<file path="src/rtl/qpc_pkg.sv">
package qpc_pkg;

  localparam int CNT_W  = 32;
  localparam int ADDR_W = 2;

  localparam logic [ADDR_W-1:0] ADDR_CNT   = 2'd0;
  localparam logic [ADDR_W-1:0] ADDR_FLOOR = 2'd1;
  localparam logic [ADDR_W-1:0] ADDR_CEIL  = 2'd2;
  localparam logic [ADDR_W-1:0] ADDR_CTRL  = 2'd3;

  localparam int BIT_SRC_HI = 15;
  localparam int BIT_SRC_LO = 14;
  localparam int BIT_DUAL   = 11;
  localparam int BIT_RUN    = 3;

  typedef enum logic [1:0] {
    SRC_QUAD = 2'd0,
    SRC_DIR  = 2'd1,
    SRC_UP   = 2'd2,
    SRC_DOWN = 2'd3
  } src_e;

  typedef struct packed {
    src_e src;
    logic dual_edge;
    logic run;
  } cfg_t;

endpackage

</file>
<file path="src/rtl/qpc_sync.sv">
module qpc_sync #(
  parameter int W      = 2,
  parameter int STAGES = 2
) (
  input  logic         clk,
  input  logic         rst,
  input  logic [W-1:0] d,
  output logic [W-1:0] q
);

  logic [W-1:0] stage [STAGES];

  generate
    for (genvar i = 0; i < STAGES; i++) begin : g_stage
      if (i == 0) begin : g_first
        always_ff @(posedge clk) begin
          if (rst) stage[i] <= '0;
          else     stage[i] <= d;
        end
      end else begin : g_next
        always_ff @(posedge clk) begin
          if (rst) stage[i] <= '0;
          else     stage[i] <= stage[i-1];
        end
      end
    end
  endgenerate

  assign q = stage[STAGES-1];

endmodule

</file>
<file path="src/rtl/qpc_decode.sv">
module qpc_decode
  import qpc_pkg::*;
(
  input  logic clk,
  input  logic rst,
  input  logic a_s,
  input  logic b_s,
  input  src_e src,
  input  logic dual_edge,
  output logic step,
  output logic up,
  output logic perr
);

  logic a_d, b_d;
  logic a_ch, b_ch, a_rise;

  always_ff @(posedge clk) begin
    if (rst) begin
      a_d <= 1'b0;
      b_d <= 1'b0;
    end else begin
      a_d <= a_s;
      b_d <= b_s;
    end
  end

  assign a_ch   = a_s ^ a_d;
  assign b_ch   = b_s ^ b_d;
  assign a_rise = a_s & ~a_d;

  always_comb begin
    step = 1'b0;
    up   = 1'b1;
    perr = 1'b0;
    unique case (src)
      SRC_QUAD: begin
        perr = a_ch & b_ch;
        step = a_ch ^ b_ch;
        up   = a_ch ? (a_s ^ b_s) : ~(a_s ^ b_s);
      end
      SRC_DIR: begin
        step = a_rise;
        up   = b_s;
      end
      SRC_UP: begin
        step = dual_edge ? a_ch : a_rise;
        up   = 1'b1;
      end
      SRC_DOWN: begin
        step = dual_edge ? a_ch : a_rise;
        up   = 1'b0;
      end
      default: ;
    endcase
  end

  AST_B_IGNORED: assert property (@(posedge clk) disable iff (rst)
    ((src == SRC_UP || src == SRC_DOWN) && (a_s == a_d)) |-> !step);

  AST_DIR_RISE_ONLY: assert property (@(posedge clk) disable iff (rst)
    (src == SRC_DIR && step) |-> (a_s && !a_d));

endmodule

</file>
<file path="src/rtl/qpc_regs.sv">
module qpc_regs
  import qpc_pkg::*;
#(
  parameter int W  = CNT_W,
  parameter int AW = ADDR_W
) (
  input  logic          clk,
  input  logic          rst,
  input  logic          wr_en,
  input  logic [AW-1:0] wr_addr,
  input  logic [W-1:0]  wr_data,
  input  logic [AW-1:0] rd_addr,
  input  logic [W-1:0]  count,
  output logic [W-1:0]  rd_data,
  output logic [W-1:0]  floor_q,
  output logic [W-1:0]  ceil_q,
  output cfg_t          cfg
);

  logic [W-1:0] ctrl_view;

  always_ff @(posedge clk) begin
    if (rst) begin
      floor_q <= '0;
      ceil_q  <= '1;
      cfg     <= '{src: SRC_QUAD, dual_edge: 1'b0, run: 1'b0};
    end else if (wr_en) begin
      unique case (wr_addr)
        ADDR_FLOOR: floor_q <= wr_data;
        ADDR_CEIL:  ceil_q  <= wr_data;
        ADDR_CTRL: begin
          cfg.src       <= src_e'(wr_data[BIT_SRC_HI:BIT_SRC_LO]);
          cfg.dual_edge <= wr_data[BIT_DUAL];
          cfg.run       <= wr_data[BIT_RUN];
        end
        default: ;
      endcase
    end
  end

  always_comb begin
    ctrl_view = '0;
    ctrl_view[BIT_SRC_HI:BIT_SRC_LO] = cfg.src;
    ctrl_view[BIT_DUAL] = cfg.dual_edge;
    ctrl_view[BIT_RUN]  = cfg.run;
  end

  always_ff @(posedge clk) begin
    if (rst) begin
      rd_data <= '0;
    end else begin
      unique case (rd_addr)
        ADDR_CNT:   rd_data <= count;
        ADDR_FLOOR: rd_data <= floor_q;
        ADDR_CEIL:  rd_data <= ceil_q;
        default:    rd_data <= ctrl_view;
      endcase
    end
  end

endmodule

</file>
<file path="src/rtl/qpc_counter.sv">
module qpc_counter
  import qpc_pkg::*;
#(
  parameter int W = CNT_W
) (
  input  logic         clk,
  input  logic         rst,
  input  logic         run,
  input  logic         step,
  input  logic         up,
  input  logic         load,
  input  logic [W-1:0] load_val,
  input  logic [W-1:0] floor_v,
  input  logic [W-1:0] ceil_v,
  output logic [W-1:0] count
);

  logic load_ok;
  assign load_ok = load && (load_val <= ceil_v);

  always_ff @(posedge clk) begin
    if (rst) begin
      count <= '0;
    end else if (load_ok) begin
      count <= load_val;
    end else if (run && step) begin
      if (up) count <= (count >= ceil_v)  ? floor_v : count + 1'b1;
      else    count <= (count <= floor_v) ? ceil_v  : count - 1'b1;
    end
  end

  AST_HOLD_IDLE: assert property (@(posedge clk) disable iff (rst)
    (!run && !load) |=> $stable(count));

  AST_LOAD_REFUSED: assert property (@(posedge clk) disable iff (rst)
    (load && load_val > ceil_v && !(run && step)) |=> $stable(count));

  AST_WRAP_UP: assert property (@(posedge clk) disable iff (rst)
    (run && step && up && !load && count >= ceil_v) |=> (count == $past(floor_v)));

  AST_WRAP_DOWN: assert property (@(posedge clk) disable iff (rst)
    (run && step && !up && !load && count <= floor_v) |=> (count == $past(ceil_v)));

endmodule

</file>
<file path="src/rtl/qpc_top.sv">
module qpc_top
  import qpc_pkg::*;
#(
  parameter int W          = CNT_W,
  parameter int AW         = ADDR_W,
  parameter int SYNC_STAGE = 2
) (
  input  logic          clk,
  input  logic          rst,
  input  logic          a_in,
  input  logic          b_in,
  input  logic          wr_en,
  input  logic [AW-1:0] wr_addr,
  input  logic [W-1:0]  wr_data,
  input  logic [AW-1:0] rd_addr,
  output logic [W-1:0]  rd_data,
  output logic [W-1:0]  pos_count,
  output logic          phase_err
);

  logic [1:0]   ab_s;
  logic         step, up, perr;
  logic         cnt_load;
  logic [W-1:0] floor_q, ceil_q;
  cfg_t         cfg;

  qpc_sync #(.W(2), .STAGES(SYNC_STAGE)) u_sync (
    .clk (clk),
    .rst (rst),
    .d   ({a_in, b_in}),
    .q   (ab_s)
  );

  qpc_decode u_decode (
    .clk       (clk),
    .rst       (rst),
    .a_s       (ab_s[1]),
    .b_s       (ab_s[0]),
    .src       (cfg.src),
    .dual_edge (cfg.dual_edge),
    .step      (step),
    .up        (up),
    .perr      (perr)
  );

  qpc_regs #(.W(W), .AW(AW)) u_regs (
    .clk     (clk),
    .rst     (rst),
    .wr_en   (wr_en),
    .wr_addr (wr_addr),
    .wr_data (wr_data),
    .rd_addr (rd_addr),
    .count   (pos_count),
    .rd_data (rd_data),
    .floor_q (floor_q),
    .ceil_q  (ceil_q),
    .cfg     (cfg)
  );

  assign cnt_load = wr_en && (wr_addr == ADDR_CNT);

  qpc_counter #(.W(W)) u_counter (
    .clk      (clk),
    .rst      (rst),
    .run      (cfg.run),
    .step     (step),
    .up       (up),
    .load     (cnt_load),
    .load_val (wr_data),
    .floor_v  (floor_q),
    .ceil_v   (ceil_q),
    .count    (pos_count)
  );

  always_ff @(posedge clk) begin
    if (rst) phase_err <= 1'b0;
    else     phase_err <= cfg.run && perr;
  end

  AST_FAULT_HOLDS: assert property (@(posedge clk) disable iff (rst)
    (cfg.run && perr && !cnt_load) |=> (phase_err && $stable(pos_count)));

  AST_FAULT_ONE_CYCLE: assert property (@(posedge clk) disable iff (rst)
    (!cfg.run || !perr) |=> !phase_err);

endmodule

</file>
<file path="config.mk">
export PLATFORM = sky130hd
export DESIGN_NAME = qpc_top
export DESIGN_NICKNAME = d
export VERILOG_FILES = /design/src/rtl/qpc_pkg.sv /design/src/rtl/qpc_sync.sv /design/src/rtl/qpc_decode.sv /design/src/rtl/qpc_regs.sv /design/src/rtl/qpc_counter.sv /design/src/rtl/qpc_top.sv
export SDC_FILE = /design/constraint.sdc
export NUM_CORES = 1
export LEC_CHECK = 0
export BUFFER_PORTS_ARGS = -buffer_cell sky130_fd_sc_hd__clkbuf_2
export CORE_MARGIN = 2
export CORE_UTILIZATION = 45
export DETAILED_ROUTE_END_ITERATION = 6
export PLACE_DENSITY = 0.63
export SLEW_MARGIN = 5
export SYNTH_ARGS = -nofsm -noshare
export SYNTH_HDL_FRONTEND = slang
export SYNTH_SLANG_ARGS = --single-unit
</file>
<file path="constraint.sdc">
create_clock -name clk -period 3.1 [get_ports clk]
set_clock_uncertainty 0.05 [all_clocks]
set_input_delay 0.62 -clock clk [delete_from_list [all_inputs] [get_ports clk]]
set_output_delay 0.62 -clock clk [all_outputs]
set_load 0.01 [all_outputs]
</file>
# Word level (Yosys, flattened, before mapping)
# Memories as Yosys holds them, arrays and structs flattened.
# Index checks and enable logic that the tools add are counted.
[totals]
register_bits = 135
ram_bits = 4
input_bits = 41
out_inout_bits = 65
elab_cells = 62
n_memories = 1
[memory_table]
columns = ["name", "depth", "word_bits", "read_ports", "rd_clocked_by_memory_dff", "write_ports", "line_no", "text"]
rows = [
  ["u_sync.stage", 2, 2, 2, 0, 2, "qpc_sync.sv:11", "logic [W-1:0] stage [STAGES];"],
]
[op_classes]
add_sub_neg = 2
magnitude_cmp = 3
n_eq_ne = 8
muxes = 16
n_bitwise = 10
reduce_logical = 12
[ops]
columns = ["operator", "n"]
rows = [
  ["32-bit two-way mux", 5],
  ["32-bit one-hot mux with 3 select lines", 1],
  ["32-bit <= comparator", 2],
  ["32-bit by 1-bit adder with 32-bit output (second input constant)", 1],
  ["32-bit >= comparator", 1],
  ["32-bit by 1-bit subtractor with 32-bit output (second input constant)", 1],
  ["2-bit equality test (second input constant)", 5],
  ["2-bit by 1-bit equality test with 1-bit output (second input constant)", 3],
  ["2-bit zero test", 3],
  ["1-bit two-way mux", 6],
  ["2-bit AND reduction", 3],
  ["1-bit logical AND", 4],
  ["2-bit two-way mux", 2],
  ["1-bit one-hot mux with 4 select lines", 1],
  ["1-bit bitwise XOR", 4],
  ["1-bit one-hot mux with 3 select lines", 1],
  ["1-bit bitwise AND", 2],
  ["1-bit NOT", 2],
  ["1-bit OR", 2],
  ["2-bit nonzero test", 1],
  ["2-bit OR reduction", 1],
]

# Longest topological paths before layout
# Gate-level depths: netlist (run 1).
# An unclocked memory read counts as a cell.
[depth]
ltp_word = 8
ltp_mapped = 14
mapped_depth_nobuf = 12

# Hierarchy
# Synthesis (run 1) repeated with hierarchy kept, for this count alone.
[unflattened]
cells_unflattened = 1206
area_unflattened_um2 = 10667.7
[modules_own_cells]
columns = ["mod", "instances", "cells_each", "area_each_um2", "seq_area_each_um2"]
rows = [
  ["qpc_counter", 1, 766, 6178.4, 640.6],
  ["qpc_regs", 1, 408, 4181.5, 2001.9],
  ["qpc_decode", 1, 21, 161.4, 40.0],
  ["qpc_sync", 1, 8, 105.1, 80.1],
  ["qpc_top", 1, 3, 41.3, 20.0],
]

# Worst setup path before layout (run 1)
# No wires, ideal clock.
[synth_timing]
path_kind = "reg2reg"
start = "register u_counter.count[13]"
end = "register u_counter.count[12]"
arrival_ns = 2.609
path_slack_ns = 0.307
path_stages_with_launch = 11
synth_period_minus_slack_ns = 2.793
path_cell_list = "dfxtp_1 -> ha_1 -> nand4_1 -> nor3_1 -> a21boi_0 -> o31ai_2 -> a21oi_2 -> buf_2 -> mux2_2 -> a211oi_1 -> o22ai_1"
[synth_between]
elab_chain_cells = 5
[synth_rtl]
columns = ["element", "line_no", "text"]
rows = [
  ["from (decl)", "qpc_counter.sv:15", "output logic [W-1:0] count"],
  ["from (signal assigned)", "qpc_counter.sv:25", "count <= load_val;"],
  ["from (signal assigned)", "qpc_counter.sv:27", "if (up) count <= (count >= ceil_v) ? floor_v : count + 1'b1;"],
  ["from (signal assigned)", "qpc_counter.sv:28", "else count <= (count <= floor_v) ? ceil_v : count - 1'b1;"],
  ["32-bit <= comparator or 32-bit >= comparator (tied branches)", "qpc_counter.sv:28, qpc_counter.sv:27", ""],
  ["32-bit two-way mux, on equally long branches", "qpc_counter.sv:28, qpc_counter.sv:27", ""],
  ["32-bit two-way mux (*)", "qpc_counter.sv:27", ""],
  ["32-bit two-way mux (*)", "qpc_counter.sv:26", "end else if (run && step) begin"],
  ["32-bit two-way mux (*)", "qpc_counter.sv:24", "end else if (load_ok) begin"],
]
# Every way passes the cells marked *; elsewhere a longest branch is shown, timed or not. The select of a mux whose other input is x is not followed.
# A chain may end at the register's enable or synchronous reset.

# Worst setup path in the final report (run 1)
[layout_timing]
start = "register u_regs.floor_q[5]"
end = "register u_counter.count[12]"
[layout_between]
elab_chain_cells = 5
[layout_rtl]
columns = ["element", "line_no", "text"]
rows = [
  ["from (decl)", "qpc_regs.sv:15", "output logic [W-1:0] floor_q,"],
  ["from (signal assigned)", "qpc_regs.sv:29", "ADDR_FLOOR: floor_q <= wr_data;"],
  ["32-bit <= comparator", "qpc_counter.sv:28", ""],
  ["32-bit two-way mux", "qpc_counter.sv:28", ""],
  ["32-bit two-way mux", "qpc_counter.sv:27", ""],
  ["32-bit two-way mux", "qpc_counter.sv:26", ""],
  ["32-bit two-way mux", "qpc_counter.sv:24", ""],
]
# No other way between the ends. The select of a mux whose other input is x is not followed.

==> run metrics, run 1 <==
EDFF count, synth 0; vias in the first global route 9,690; Post-DP Area between 0.01 and 0.015 mm²; Netlist cell types between 60 and 70; final hold viol count 0; dpl ws -0.101 ns; Sw Ratio 0.318; TritonCTS Buffers 17; crit end category flip-flop; initial antenna violation count 0; Max Root-Sink Buffers 2; WL/cell just under 20 µm; nets@finish between 1.5k and 2k; CP Max Fanout 8; setup TNS 0 ns; VDD IR max about 0.00032 V; Worst-Margin Slew 1.02 ns; synthesized area per cell 8.04 µm²; Post-Syn Nets 1,416; Die Ht 155 µm; core area 0.0225 mm²; DR iter-0 viols 837; Clock Latency Late Sink ~0.43 ns; endpoints failing setup 0; ranking of synthesized cells by area dfxtp_1 27%, ha_1 12%, mux2i_1 7.1%; global-route usage over all layers 0.282; Post-Synthesis Cell Area 0.0102 mm²; Post-synth ARST share 0; DRC Markers 0; max-slew violation count 0; Gate power share 0.295; Rows 55; grt ovf 0; power per cell area 476 mW/mm²; root cell of the clock tree clkbuf_16; slack of the critical path ~0.027 ns; first-pass GRT wire length 53.0 mm; Fill cells 2,091; YS warnings 0; TritonCTS clock tree done; Die Width 155 µm; layout cell share with drive strength beyond 1 0.235; Slew HR 0.319; post-route minimum period 3.07 ns; most common cell after layout, fill and taps aside nor2_1; Worst-path clk slew 0.06 ns; layout overhead on the synthesized area 22.6%; Worst Path Required about 3.3 ns; antenna-violating nets left 0; status finished, final reports clean; Routed Wire Length 34.4 mm; Arrival @ worst endpoint 3.32 ns; Worst Setup Start Kind flip-flop; flops & latches, synth 139; Initial Utilization 0.455; largest net degree at the start of global routing 53; CP Class flip-flop to flip-flop; dpl hpwl 24.7 mm; gp weighted congestion 0.941; Psw approximately 1.9 mW; # port buffers approximately 110; via-per-instance ratio 5.88; most frequent cells in the layout 151 x nor2_1, 133 x dfxtp_1, 128 x buf_4, 120 x nand2_1, 104 x clkbuf_2; Main synth FF type dfxtp_1; sequential share of power 0.323; hold buffer count at cts 0; post-route cell area around 0.013 mm²; Seq/Total Area, Yosys 0.272; Fmax achieved 325 MHz; Cells after Synth 1,275; static leakage 5.74 nW; Internal Power 4.08 mW; Vias roughly 10k; H-Tree Depth 4; Final Cycle Share 0.991; die area between 0.02 and 0.025 mm²; max cap viols 0; Hold WC Path Type input port to flip-flop; Top Ports 106; Antenna Cells 0; area leader, netlist dfxtp_1; Synth top area share 0.272; Initial DRT Pass Iterations 5; total clock sinks 139; clock share of power 0.382
[layer usage]
layer / wire, µm / vias up / GRT usage
li1: - / 4853 / -
met1: 15000 / 4903 / 0.368
met2: 16600 / 370 / 0.477
met3: 1840 / 58 / 0.0384
met4: 957 / 0 / 0.101
met5: 0 / - / 0
[registers in the layout, summed over array words and instances, names as in the netlist]
register and flops:
u_regs.cfg 4, u_regs.ceil_q 32, u_sync.stage 4, u_regs.floor_q 32
u_counter.count 32, u_decode.b_d 1, u_regs.rd_data 32, phase_err 1
u_decode.a_d 1
[critical path, stage by stage, from the launching register on]
cell and delay [ns]:
dfxtp_1 0.35, inv_1 0.08, ha_1 0.31, nand4_1 0.26, nor3_1 0.34, a21boi_2 0.30
o31ai_4 0.13, a21oi_4 0.18, buf_12 0.15, mux2_2 0.34, a211oi_1 0.30, o22ai_1 0.14
[cells in the mapped netlist (3+ instances only)]
| master | number |
|---|---|
| buf_6 | 7 |
| o221ai_1 | 3 |
| a31o_2 | 3 |
| a211oi_1 | 11 |
| buf_2 | 13 |
| clkbuf_1 | 57 |
| nor4_4 | 3 |
| buf_1 | 9 |
| a31oi_1 | 23 |
| and2_1 | 5 |
| mux2_2 | 17 |
| a211o_1 | 33 |
| buf_4 | 12 |
| xor2_1 | 25 |
| xnor2_1 | 35 |
| a221oi_1 | 7 |
| nor4_1 | 8 |
| nand2_1 | 120 |
| o22ai_1 | 22 |
| nand3_1 | 21 |
| o21a_1 | 23 |
| o32ai_1 | 4 |
| and4_1 | 6 |
| nand4_1 | 29 |
| or4_1 | 6 |
| nor2_1 | 153 |
| o211ai_1 | 5 |
| nand2b_1 | 4 |
| mux2i_1 | 73 |
| inv_1 | 77 |
| o31ai_1 | 3 |
| dfxtp_1 | 139 |
| nor2b_1 | 16 |
| mux4_2 | 4 |
| o21ai_0 | 20 |
| ha_1 | 100 |
| nor3_1 | 22 |
| and3_1 | 13 |
| or2_2 | 4 |
| a21oi_1 | 103 |
[what timing repair did]
action                     in CTS  in global routing
pin swaps                       3                 12
buffers inserted                2                  5
setup endpoints to repair      14                 30
resized for setup               4                 27
cloned                          0                  1
[power by group through the flow]
stage | clock network, mW | logic (mW) | registers, mW
floorplan | 0 | 1.06 | 1.98
global placement | 0 | 1.62 | 1.97
detailed placement | 0 | 1.64 | 1.97
CTS | 2.31 | 1.66 | 1.93
global route | 2.38 | 1.90 | 1.94
finish | 2.28 | 1.76 | 1.93
[logic make-up after synthesis]
logic type | Yosys count | synth area share
simple gates | 427 | 0.202
compound gates | 280 | 0.179
mux | 94 | 0.0988
flops | 139 | 0.272
buf+inv | 175 | 0.0752
xor+xnor | 60 | 0.0513
fa+ha+maj | 100 | 0.122
[cell type report]
type / instances / area (µm²) / area share
Timing Repair Buffer: 240 / 1650 / 0.131
Clock inverter: 10 / 163 / 0.0129
Tap cell: 285 / 357 / 0.0284
Clock buffer: 21 / 480 / 0.0382
Inverter: 77 / 289 / 0.0230
Sequential cell: 139 / 2790 / 0.222
Multi-Input combinational cell: 961 / 6840 / 0.544
[worst paths after layout]
kind	start	cells after the start	slack [ns]	to
setup / recovery	u_regs.floor_q[5]	11	0.03	u_counter.count[12]
hold / removal	b_in	2	0.35	u_sync.stage[0][0]
setup reg to reg	u_regs.floor_q[5]	11	0.03	u_counter.count[12]
hold reg to reg	u_sync.stage[0][0]	1	0.39	u_sync.stage[1][0]
[metrics by stage]
step	util	total power, mW	hold WS, ns	cells
after floorplan	-	3.04	0.364	1275
after global placement	0.520	3.59	0.374	1694
after detailed placement	0.520	3.61	0.375	1694
after CTS	0.550	5.90	0.340	1727
after global routing	0.558	6.22	0.360	1733
final	0.558	5.98	0.352	1733
(Power assumes the default switching activity.)
==> run 2: changes to the inputs <==
CORE_UTILIZATION = 60   (was 45)
PLACE_DENSITY = 0.8   (was 0.63)
==> run 2 against run 1 <==
  * The run now ends with negative setup slack left
  * Design area fell by 2.2%
  * First-iteration DRC count up 61%
  * Hold slack worse by 0.017 ns
  * Die area is 24% lower
  * Register-to-register slack worse by 0.03 ns
  * Fmax down 0.99%
  * Critical path type unchanged
  * Critical endpoint is now u_counter.count[16]
  * Largest power group unchanged
  * Highest routed layer unchanged
==> run metrics, run 2 (synthesis results as in run 1) <==
static leakage 5.63 nW; Worst Path Required 3.39 ns; max-slew violation count 0; grt ovf 0; CP Max Fanout 4; largest net degree at the start of global routing 40; die area 0.0181 mm²; vias in the first global route 10.0k; Max Root-Sink Buffers 2; Die Width 135 µm; layout overhead on the synthesized area 19.9%; Clock Latency Late Sink 0.44 ns; Worst-path clk slew about 0.060 ns; power per cell area 490 mW/mm²; WL/cell 20.5 µm; Top Ports 106; endpoints failing setup 1; failing checks negative setup slack; CP max stage cell a221oi_1; TritonCTS clock tree done; status complete, but fails checks; DR iter-0 viols around 1.3k; Arrival @ worst endpoint 3.39 ns; first-pass GRT wire length 52.8 mm; gp weighted congestion approximately 0.99; VDD IR max 0.000463 V; Initial Utilization 0.616; Worst-Margin Slew 0.850 ns; dpl hpwl 23.9 mm; Rows 47; slack of the critical path -0.00414 ns; Antenna Cells 0; # port buffers 105; max cap viols 0; H-Tree Depth 4; RSZ-0062 raised after global routing yes; Final Cycle Share 1.00; Final Power roughly 6 mW; crit end category flip-flop; Initial DRT Pass Iterations 7; slowest stage delay, CP approximately 0.40 ns; global-route usage over all layers 0.371; initial antenna violation count 0; final hold viol count 0; Worst Setup Start Kind flip-flop; Fill cells 1,225; Fmax achieved between 300 and 400 MHz; most frequent cells in the layout 149 x nor2_1, 137 x dfxtp_1, 120 x nand2_1, 109 x buf_4, 104 x clkbuf_2; Die Ht 135 µm; Routed Wire Length 33.7 mm; most common cell after layout, fill and taps aside nor2_1; layout cell share with drive strength beyond 1 0.218; total clock sinks 139; Worst R2R Setup Slack -0.004 ns; CP Class flip-flop to flip-flop; via-per-instance ratio about 6.4; nets@finish 1,559; post-route minimum period 3.10 ns; core area 0.0166 mm²; antenna-violating nets left 0; DRC Markers 0; Vias 10.5k; Slew HR 0.433; root cell of the clock tree clkbuf_16; setup TNS -0.00414 ns; ordered cell list for the critical path inv_1 > ha_1 > a21oi_1 > o21ai_1 > a221oi_1 > o31ai_2 > or2_2 > o21a_1 > a221o_1 > a32o_1; Hold WC Path Type input port to flip-flop; TritonCTS Buffers 17
-- run 2: final cells by class --
cell class,instances,area (µm²),area share
Inverter,77,289,0.0235
Tap cell,220,275,0.0224
Multi-Input combinational cell,961,6790,0.553
Clock inverter,11,194,0.0158
Timing Repair Buffer,222,1510,0.123
Sequential cell,139,2790,0.227
Clock buffer,19,443,0.0360
-- run 2: what timing repair did --
item | 4_1_cts | 5_1_grt
gates cloned | 0 | 0
setup buffers | 0 | 4
gates resized for setup | 4 | 14
hold endpoints to repair | 0 | 0
pin swaps | 0 | 5
setup endpoints to repair | 6 | 21
hold buffers | 0 | 0
-- run 2: path summary, 6_finish.rpt --
| path | from | to | cells after the start |
|---|---|---|---|
| worst max-delay path | u_regs.ceil_q[17] | u_counter.count[16] | 10 |
| worst min register to register | u_sync.stage[0][0] | u_sync.stage[1][0] | 1 |
| worst max register to register | u_regs.ceil_q[17] | u_counter.count[16] | 10 |
| worst min-delay path | b_in | u_sync.stage[0][0] | 2 |
-- run 2: worst max-delay path: cells and delay by family (launching register included) --
kind / cells / cell delay [ns]
AO/OA/AOI/OAI: 7 / 1.84
flip-flops: 1 / 0.36
AND/OR/NAND/NOR: 1 / 0.34
adder cells (fa/ha/maj): 1 / 0.31
buffers and inverters: 1 / 0.09
-- run 2: report_power, final --
part,internal (mW),switching (mW)
clock network,1.44,0.854
logic,0.791,0.998
registers,1.87,0.0666
total,4.10,1.92
-- run 2: stage by stage --
stage | utilization | cell area (µm²) | setup slack, ns | cells | hold WS (ns)
6_report | 0.738 | 12300 | -0.00414 | 1649 | 0.335
5_1_grt | 0.738 | 12300 | -0.0183 | 1649 | 0.377
4_1_cts | 0.733 | 12200 | 0.00410 | 1645 | 0.339
3_5_place_dp | 0.693 | 11500 | -0.00738 | 1615 | 0.376
3_3_place_gp | 0.693 | 11500 | 0.0532 | 1615 | 0.367
2_1_floorplan | - | 10200 | 0.307 | 1275 | 0.364
-- run 2: layer usage --
layer | global-route usage | share of wire | vias to the layer above
met1 | 0.489 | 0.40 | 4914
met4 | 0.153 | 0.037 | 0
met2 | 0.601 | 0.46 | 656
li1 | - | - | 4820
met3 | 0.0664 | 0.11 | 131
met5 | 0 | 0 | -
